[config.mk]
export PLATFORM = sky130hd
export DESIGN_NAME = ppa_adder
export DESIGN_NICKNAME = d
export VERILOG_FILES = /design/src/rtl/ppa_pkg.sv /design/src/rtl/ppa_gp_cell.sv /design/src/rtl/ppa_prefix_node.sv /design/src/rtl/ppa_sum_stage.sv /design/src/rtl/ppa_adder.sv
export SDC_FILE = /design/constraint.sdc
export NUM_CORES = 1
export LEC_CHECK = 0
export ABC_CLOCK_PERIOD_IN_PS = 1600
export BUFFER_PORTS_ARGS = -buffer_cell sky130_fd_sc_hd__buf_2
export CORE_MARGIN = 5
export CORE_UTILIZATION = 46
export DETAILED_ROUTE_END_ITERATION = 8
export PLACE_DENSITY = 0.8
export SYNTH_ARGS = -nofsm -noshare
export SYNTH_HDL_FRONTEND = slang
export SYNTH_HIERARCHICAL = 1
export SYNTH_SLANG_ARGS = --single-unit
[constraint.sdc]
create_clock -name vclk -period 1.6
set_input_delay 0.08 -clock vclk [all_inputs]
set_output_delay 0.08 -clock vclk [all_outputs]
set_load 0.005 [all_outputs]
[src/rtl/ppa_pkg.sv]
package ppa_pkg;

  typedef struct packed {
    logic g;
    logic p;
  } gp_t;

  // Merge a lower group with the group directly above it.
  function automatic gp_t gp_merge(input gp_t lo, input gp_t hi);
    gp_t r;
    r.g = hi.g | (lo.g & hi.p);
    r.p = lo.p & hi.p;
    return r;
  endfunction

endpackage

[src/rtl/ppa_gp_cell.sv]
module ppa_gp_cell #(
  parameter int N = 16
) (
  input  logic [N-1:0] a,
  input  logic [N-1:0] b,
  output logic [N-1:0] gen,
  output logic [N-1:0] prop
);

  for (genvar i = 0; i < N; i++) begin : g_bit
    assign gen[i]  = a[i] & b[i];
    assign prop[i] = a[i] ^ b[i];
  end

endmodule

[src/rtl/ppa_prefix_node.sv]
module ppa_prefix_node
  import ppa_pkg::*;
#(
  parameter int W = 16
) (
  input  logic [W-1:0] g_in,
  input  logic [W-1:0] p_in,
  output logic [W-1:0] g_out,
  output logic [W-1:0] p_out
);

  localparam int H = W / 2;

  if (W == 1) begin : g_leaf
    assign g_out = g_in;
    assign p_out = p_in;
  end else begin : g_split
    logic [H-1:0] lo_g, lo_p, hi_g, hi_p;

    ppa_prefix_node #(.W(H)) u_lo (
      .g_in (g_in[H-1:0]),
      .p_in (p_in[H-1:0]),
      .g_out(lo_g),
      .p_out(lo_p)
    );

    ppa_prefix_node #(.W(H)) u_hi (
      .g_in (g_in[W-1:H]),
      .p_in (p_in[W-1:H]),
      .g_out(hi_g),
      .p_out(hi_p)
    );

    assign g_out[H-1:0] = lo_g;
    assign p_out[H-1:0] = lo_p;

    // Fold the full lower-half group into each upper prefix.
    for (genvar j = 0; j < H; j++) begin : g_fold
      gp_t merged;
      assign merged = gp_merge(gp_t'{g: lo_g[H-1], p: lo_p[H-1]},
                               gp_t'{g: hi_g[j],   p: hi_p[j]});
      assign g_out[H+j] = merged.g;
      assign p_out[H+j] = merged.p;
    end
  end

endmodule

[src/rtl/ppa_sum_stage.sv]
module ppa_sum_stage #(
  parameter int N = 16
) (
  input  logic [N-1:0] prop,
  input  logic [N-1:0] carry,
  output logic [N-1:0] sum,
  output logic         cout
);

  assign sum[0] = prop[0];
  for (genvar i = 1; i < N; i++) begin : g_sum
    assign sum[i] = prop[i] ^ carry[i-1];
  end
  assign cout = carry[N-1];

endmodule

[src/rtl/ppa_adder.sv]
module ppa_adder #(
  parameter int N = 16
) (
  input  logic [N-1:0] a,
  input  logic [N-1:0] b,
  output logic [N-1:0] sum,
  output logic         cout
);

  localparam bit POW2 = (N > 0) && ((N & (N - 1)) == 0);

  if (!POW2) begin : g_bad_width
    $error("ppa_adder: width N must be a power of two");
  end

  logic [N-1:0] gen, prop;
  logic [N-1:0] carry, grp_prop;

  ppa_gp_cell #(.N(N)) u_gp (
    .a   (a),
    .b   (b),
    .gen (gen),
    .prop(prop)
  );

  ppa_prefix_node #(.W(N)) u_tree (
    .g_in (gen),
    .p_in (prop),
    .g_out(carry),
    .p_out(grp_prop)
  );

  ppa_sum_stage #(.N(N)) u_sum (
    .prop (prop),
    .carry(carry),
    .sum  (sum),
    .cout (cout)
  );

endmodule

==> results of run 1 <==
metal layers:
| metal | wire (um) | vias up | part of all wire [%] |
|---|---|---|---|
| met3 | 143 | 0 | 6.9 |
| met1 | 749 | 359 | 36 |
| met4 | 0 | 0 | 0 |
| met2 | 1170 | 21 | 57 |
| li1 | - | 422 | - |
| met5 | 0 | - | 0 |
cells in the final DEF (no fill, tap or decap), drive strengths merged:
master / n
a21o: 33
buf: 63
xor2: 15
and2: 17
ha: 16
power breakdown:
| part | switching [mW] | internal (mW) | leakage, nW |
|---|---|---|---|
| Sequential | 0 | 0 | 0 |
| Clock | 0 | 0 | 0 |
| Combinational | 0.210 | 0.287 | 0.775 |
how the worst max path moves through the flow:
stage | to | slack [ps] | cells after the start | from
floorplan | sum[9] | 5 | 8 | a[1]
finish | sum[14] | 30 | 8 | a[5]
CTS | sum[9] | 5 | 8 | a[6]
global route | sum[12] | -30 | 8 | a[1]
detailed placement | sum[9] | -100 | 8 | a[5]
global placement | sum[9] | -70 | 8 | a[5]
per-stage QoR:
stage	instance area [um^2]	setup TNS [ps]	power [mW]	utilization, %
after CTS	1140	0	0.475	52.1
after global placement	1080	-416	0.428	49.2
after detailed placement	1080	-626	0.445	49.2
final	1220	0	0.498	55.9
after floorplan	1090	0	0.372	-
after global routing	1220	-85.4	0.558	55.9
cell type report:
| cell class | count | area [um^2] | share of cell area (%) |
|---|---|---|---|
| Tap cell | 28 | 35.0 | 2.86 |
| Timing Repair Buffer | 63 | 363 | 29.6 |
| Multi-Input combinational cell | 81 | 827 | 67.5 |
worst max-delay path, stage by stage:
cell and delay, ps:
buf_2 110, ha_4 240, a21o_1 180, a21o_1 210, a21o_4 210, a21o_1 190
xor2_1 130, buf_2 120
what timing repair did:
action                     CTS  global route
gates resized for setup      6             8
cloned                       1             0
setup endpoints to repair    7             7
setup buffers                1             2
pin swaps                    4             9
==> flow_metrics.env, run 1 <==
export IMPL_grt_first_pass_wirelength_mm=3.37
export IMPL_postCtsHoldBufs=0
export IMPL_area_growth_pct=16.7
export IMPL_drc=0
export IMPL_filler_cell_count=203
export IMPL_netlist_area_um2=1050
export IMPL_worstPathArrival_ps=1490
export IMPL_setup_viol=0
export IMPL_seq_cell_count=0
export IMPL_wire_per_inst_um=12.0
export IMPL_io_pins=49
export IMPL_min_period_ps=1570
export IMPL_setup_ws_ps=31.8
export IMPL_gr_usage_met2_pct=24.2
export IMPL_hold_path_class="in -> out"
export IMPL_fp_coreArea_um2=2190
export IMPL_hold_ws_ps=435
export IMPL_syn_area_per_cell_um2=8.14
export IMPL_final_max_slew_viol_count=0
export IMPL_netlist_instances=129
export IMPL_globalplace_congestion=0.705
export IMPL_io_buffers=49
export IMPL_worstPathMaxFanout=5
export IMPL_firstDrtPassIters=2
export IMPL_hold_violations=0
export IMPL_powerDensity_nw_per_um2=406
export IMPL_drt_iter0_drc=6
export IMPL_start_kind="primary input"
export IMPL_drv_cap=0
export IMPL_vias=802
export IMPL_globalRouteMet1Util_pct=12.3
export IMPL_antenna_cells=0
export IMPL_grt_max_degree=6
export IMPL_final_cell_count_no_fill=172
export IMPL_die_h_um=57.8
export IMPL_hold_depth=3
export IMPL_use_met3_pct=1.78
export IMPL_rows=17
export IMPL_min_delay_start="b[0]"
export IMPL_tightest_slew_ps=148
export IMPL_ant_nets=0
export IMPL_synth_warnings=6
export IMPL_seq_area_um2=0
export IMPL_status="finished clean"
export IMPL_slew_limit_headroom_pct=90.1
export IMPL_overflow=0
export IMPL_num_clock_buffers=0
export IMPL_drive_above_1_share_pct=54.2
export IMPL_fin_crit_sh_pct=98.0
export IMPL_max_freq_ghz=0.638
export IMPL_peakVddDrop_v=0.000196
export IMPL_p_leak_nw=0.775
export IMPL_track_usage_pct=11.8
export IMPL_vias_per_cell=4.66
export IMPL_hold_path_end="sum[0]"
export IMPL_worstSetupPathType="in -> out"
export IMPL_endpoint_kind="primary output"
export IMPL_place_ws_ps=-102
export IMPL_totalWireLength_mm=2.07
export IMPL_die_area_um2=3340
export IMPL_die_w_um=57.8
export IMPL_start_util_pct=47.9
export IMPL_grt_pass1_vias=850
export IMPL_antenna_found_initial=0
export IMPL_busiest_layer="met2"
export IMPL_synth_nets=177
export IMPL_hpwl_mm=1.73
export IMPL_rsz0062_at_grt="true"
export IMPL_final_nets=194
export IMPL_dp_cells=168
export IMPL_worstPathRequired_ps=1520
Note: power is estimated with default switching activity, not from simulation.
==> run 2: changes to the inputs <==
CAP_MARGIN = 20   (was default)
REMOVE_ABC_BUFFERS = 1   (was default)
==> flow_metrics.env, run 2 (synthesis gave the netlist of run 1 again) <==
export IMPL_vias=833
export IMPL_num_clock_buffers=0
export IMPL_die_area_um2=3340
export IMPL_drt_iter0_drc=26
export IMPL_overflow=0
export IMPL_start_kind="primary input"
export IMPL_fin_tns_setup_ps=0
export IMPL_postCtsHoldBufs=0
export IMPL_die_w_um=57.8
export IMPL_dp_cells=171
export IMPL_worstPathMaxFanout=5
export IMPL_antenna_found_initial=0
export IMPL_area_growth_pct=18.0
export IMPL_setup_viol=0
export IMPL_p_int_mw=0.294
export IMPL_rsz0062_at_grt="true"
export IMPL_firstDrtPassIters=3
export IMPL_die_h_um=57.8
export IMPL_hold_ws_ps=499
export IMPL_slew_limit_headroom_pct=87.3
export IMPL_clock_power_share_pct=0
export IMPL_start_util_pct=47.9
export IMPL_io_pins=49
export IMPL_drive_above_1_share_pct=56.3
export IMPL_power_switching_mw=0.224
export IMPL_drv_cap=0
export IMPL_ant_nets=0
export IMPL_rows=17
export IMPL_status="finished clean"
export IMPL_p_comb_share_pct=100.0
export IMPL_endpoint_kind="primary output"
export IMPL_grt_pass1_vias=855
export IMPL_p_seq_share_pct=0
export IMPL_wire_per_inst_um=13.3
export IMPL_fp_coreArea_um2=2190
export IMPL_peakVddDrop_v=0.000192
export IMPL_final_cell_mix="buf_2 (46), a21o_1 (31), xor2_1 (15), buf_4 (14), and2_1 (12)"
export IMPL_io_buffers=49
export IMPL_seq_cell_count=0
export IMPL_vias_per_cell=4.84
export IMPL_max_freq_ghz=0.628
export IMPL_swShare_pct=43.2
export IMPL_tightest_slew_ps=190
export IMPL_drc=0
export IMPL_p_leak_nw=0.780
export IMPL_min_period_ps=1590
export IMPL_powerDensity_nw_per_um2=418
export IMPL_hold_path_class="in -> out"
export IMPL_track_usage_pct=12.7
export IMPL_globalplace_congestion=0.824
export IMPL_grt_max_degree=6
export IMPL_antenna_cells=0
export IMPL_mostFrequentLayoutCell="buf_2"
export IMPL_hold_violations=0
export IMPL_worstPathRequired_ps=1520
export IMPL_fin_crit_sh_pct=99.5
export IMPL_worstSetupPathType="in -> out"
export IMPL_final_max_slew_viol_count=0
export IMPL_final_cell_count_no_fill=172
export IMPL_totalWireLength_mm=2.29
export IMPL_worstPathArrival_ps=1510
export IMPL_grt_first_pass_wirelength_mm=3.55
export IMPL_seq_area_um2=0
export IMPL_hpwl_mm=1.73
export IMPL_final_nets=194
==> run 2: cell count changes in the layout (fill, tap and decap cells not counted) <==
cell / before / now
and2_4: 3 / 5
ha_1: 6 / 5
and2_1: 14 / 12
ha_2: 0 / 1
buf_2: 47 / 46
buf_6: 2 / 3
==> run 2: final timing paths <==
kind	start	slack, ps	endpoint	depth (start not counted)
worst min-delay path	b[0]	500	sum[0]	3
worst max-delay path	a[0]	8	sum[9]	8
==> run 2: what timing repair did <==
action	in CTS	in global routing
pin swaps	9	10
setup buffers	0	0
gates cloned	1	0
resized for setup	12	9
hold endpoints to repair	0	0
setup endpoints to repair	7	7
==> run 2: metrics by stage <==
stage | cell area (um^2) | power [mW] | worst slack [ps] | util (%)
2_1_floorplan | 678 | 0.238 | 144 | -
3_3_place_gp | 1060 | 0.432 | -99.1 | 48.5
3_5_place_dp | 1060 | 0.449 | -114 | 48.5
4_1_cts | 1180 | 0.492 | -14.6 | 54.0
5_1_grt | 1240 | 0.570 | -20.4 | 56.5
6_report | 1240 | 0.518 | 8.50 | 56.5
==> run 2: cell type report <==
type	count	area, um^2
Fill cell	186	952
Multi-Input combinational cell	81	835
Tap cell	28	35.0
Timing Repair Buffer	63	369
==> run 2: worst max-delay path, stage by stage <==
cell and delay (ps):
buf_2 110, ha_2 190, a21o_1 200, a21o_1 200, a21o_4 230, a21o_1 170, xor2_1 180, buf_2 150
==> run 2: routing by layer <==
layer  GRT usage, %  vias to the layer above  share of wire, %
li1               -                      418                 -
met2           26.1                       41                48
met5              0                        -                 0
met1           13.1                      370                39
met4           2.32                        0               1.7
met3           2.23                        4                11
==> run 2: power groups by stage <==
stage          logic [mW]  registers [mW]  clock network [mW]
6_report            0.518               0                   0
5_1_grt             0.570               0                   0
4_1_cts             0.492               0                   0
3_5_place_dp        0.449               0                   0
3_3_place_gp        0.432               0                   0
2_1_floorplan       0.238               0                   0
==> run 3: changes to the inputs <==
CORE_UTILIZATION = 38   (was 46)
PLACE_DENSITY = 0.81   (was 0.8)
SYNTH_HIERARCHICAL = default   (was 1)
==> flow_metrics.env, run 3 <==
export IMPL_netlist_instances=75
export IMPL_synth_top_cell_by_area="ha_1"
export IMPL_drive_above_1_share_pct=54.5
export IMPL_dr_wl_met3_um=198
export IMPL_place_ws_ps=-525
export IMPL_startpoint="b[0]"
export IMPL_dp_cells=147
export IMPL_hold_ws_ps=436
export IMPL_final_util_pct=69.6
export IMPL_grt_pass1_vias=719
export IMPL_wire_per_inst_um=12.2
export IMPL_yosysMostFrequentCell="ha_1"
export IMPL_die_w_um=50.6
export IMPL_drc=0
export IMPL_worstPathMaxFanout=4
export IMPL_netlist_area_um2=626
export IMPL_rsz0062_at_grt="true"
export IMPL_fp_coreArea_um2=1540
export IMPL_grt_first_pass_wirelength_mm=2.75
export IMPL_track_usage_pct=12.2
export IMPL_fin_tns_setup_ps=-3390
export IMPL_grt_max_degree=6
export IMPL_antenna_cells=0
export IMPL_cp_endpoint="sum[13]"
export IMPL_syn_area_per_cell_um2=8.34
export IMPL_die_area_um2=2560
export IMPL_start_kind="primary input"
export IMPL_mostFrequentLayoutCell="buf_2"
export IMPL_io_pins=49
export IMPL_final_max_slew_viol_count=0
export IMPL_io_buffers=49
export IMPL_final_cell_count_no_fill=150
export IMPL_hold_path_class="in -> out"
export IMPL_tightest_slew_ps=369
export IMPL_seq_area_um2=0
export IMPL_synth_area_leaders="ha_1 (30%), fa_1 (13%), xnor2_1 (11%), a21oi_1 (4.8%), inv_1 (4.8%)"
export IMPL_firstDrtPassIters=4
export IMPL_ant_nets=0
export IMPL_worstPathArrival_ps=1890
export IMPL_hold_violations=0
export IMPL_fin_area_um2=1070
export IMPL_drv_cap=0
export IMPL_vias_per_cell=5.15
export IMPL_placed_area_um2=943
export IMPL_slew_limit_headroom_pct=75.4
export IMPL_num_clock_buffers=0
export IMPL_min_period_ps=1970
export IMPL_routed_wl_met2_um=972
export IMPL_setup_ws_ps=-370
export IMPL_rows=14
export IMPL_synth_common_cells="ha_1 (15), inv_1 (8), xnor2_1 (8)"
export IMPL_vias=772
export IMPL_totalWireLength_mm=1.83
export IMPL_max_freq_ghz=0.508
export IMPL_peakVddDrop_v=0.000228
export IMPL_drt_met1_wl_um=658
export IMPL_final_nets=187
export IMPL_setup_viol=14
export IMPL_violations="setup timing"
export IMPL_final_cell_mix="buf_2 (47), ha_1 (14), buf_4 (9), inv_1 (8), xnor2_1 (7)"
export IMPL_p_total_mw=0.463
export IMPL_seq_cell_count=0
export IMPL_antenna_found_initial=0
export IMPL_worstPathRequired_ps=1520
export IMPL_ys_seq_area_share_pct=0
export IMPL_worstSetupPathType="in -> out"
export IMPL_top_layer="met3"
export IMPL_area_growth_pct=71.4
export IMPL_netlist_cell_type_count=22
export IMPL_hpwl_mm=1.47
export IMPL_start_util_pct=40.6
export IMPL_status="finished with violations"
export IMPL_powerDensity_nw_per_um2=432
export IMPL_globalplace_congestion=0.696
export IMPL_drt_iter0_drc=5
export IMPL_endpoint_kind="primary output"
export IMPL_p_leak_nw=0.553
export IMPL_netlist_area_leader_share_pct=30.0
export IMPL_synth_warnings=0
export IMPL_die_h_um=50.6
export IMPL_fin_crit_sh_pct=123
export IMPL_overflow=0
[run 3: where the power goes]
part | leakage [nW] | total [mW] | switching, mW | internal [mW]
sequential | 0 | 0 | 0 | 0
clock | 0 | 0 | 0 | 0
combinational | 0.553 | 0.463 | 0.212 | 0.251
[run 3: cell type report]
cell class,count,area [um^2]
multi-input cells,66,674
fillers,125,469
repair buffers,60,348
inverters,8,30.0
well taps,16,20.0
[run 3: per-layer routing]
layer  global-route usage, %  vias to the layer above
met1                    14.1                      342
met2                    24.8                       34
met4                       0                        0
met3                    1.48                        0
li1                        -                      396
met5                       0                        -
[run 3: kinds of logic (layout without fill, tap and decap cells)]
group | after synthesis | after routing | synth area share (%)
AOI/OAI and AO/OA | 25 | 25 | 27.4
and+or+nand+nor | 11 | 11 | 8.20
buffers and inverters | 9 | 68 | 6.00
xor gates and xnor gates | 10 | 10 | 14.0
muxes | 1 | 1 | 1.60
adders and majority gates | 19 | 19 | 42.8
[run 3: worst min path at each step]
| stage | from | end | slack, ps | cells past startpoint |
|---|---|---|---|---|
| after floorplan | b[0] | sum[0] | 270 | 1 |
| after global placement | b[0] | sum[0] | 440 | 3 |
| after CTS | a[0] | sum[0] | 440 | 3 |
| after detailed placement | b[0] | sum[0] | 440 | 3 |
| after global routing | a[0] | sum[0] | 450 | 3 |
| final | a[0] | sum[0] | 440 | 3 |
[run 3: timing repair]
action	CTS	global route
pin swaps	15	10
gates resized for setup	13	9
setup endpoints to repair	14	15
setup buffers	2	2
hold buffers	0	0
[run 3: critical path, cell delays in order]
cell and delay (ps):
buf_6 100, ha_4 140, fa_2 350, a211oi_2 290
buf_4 160, o21a_4 150, o2111ai_4 120, a31oi_2 230
xnor2_1 140, buf_2 130
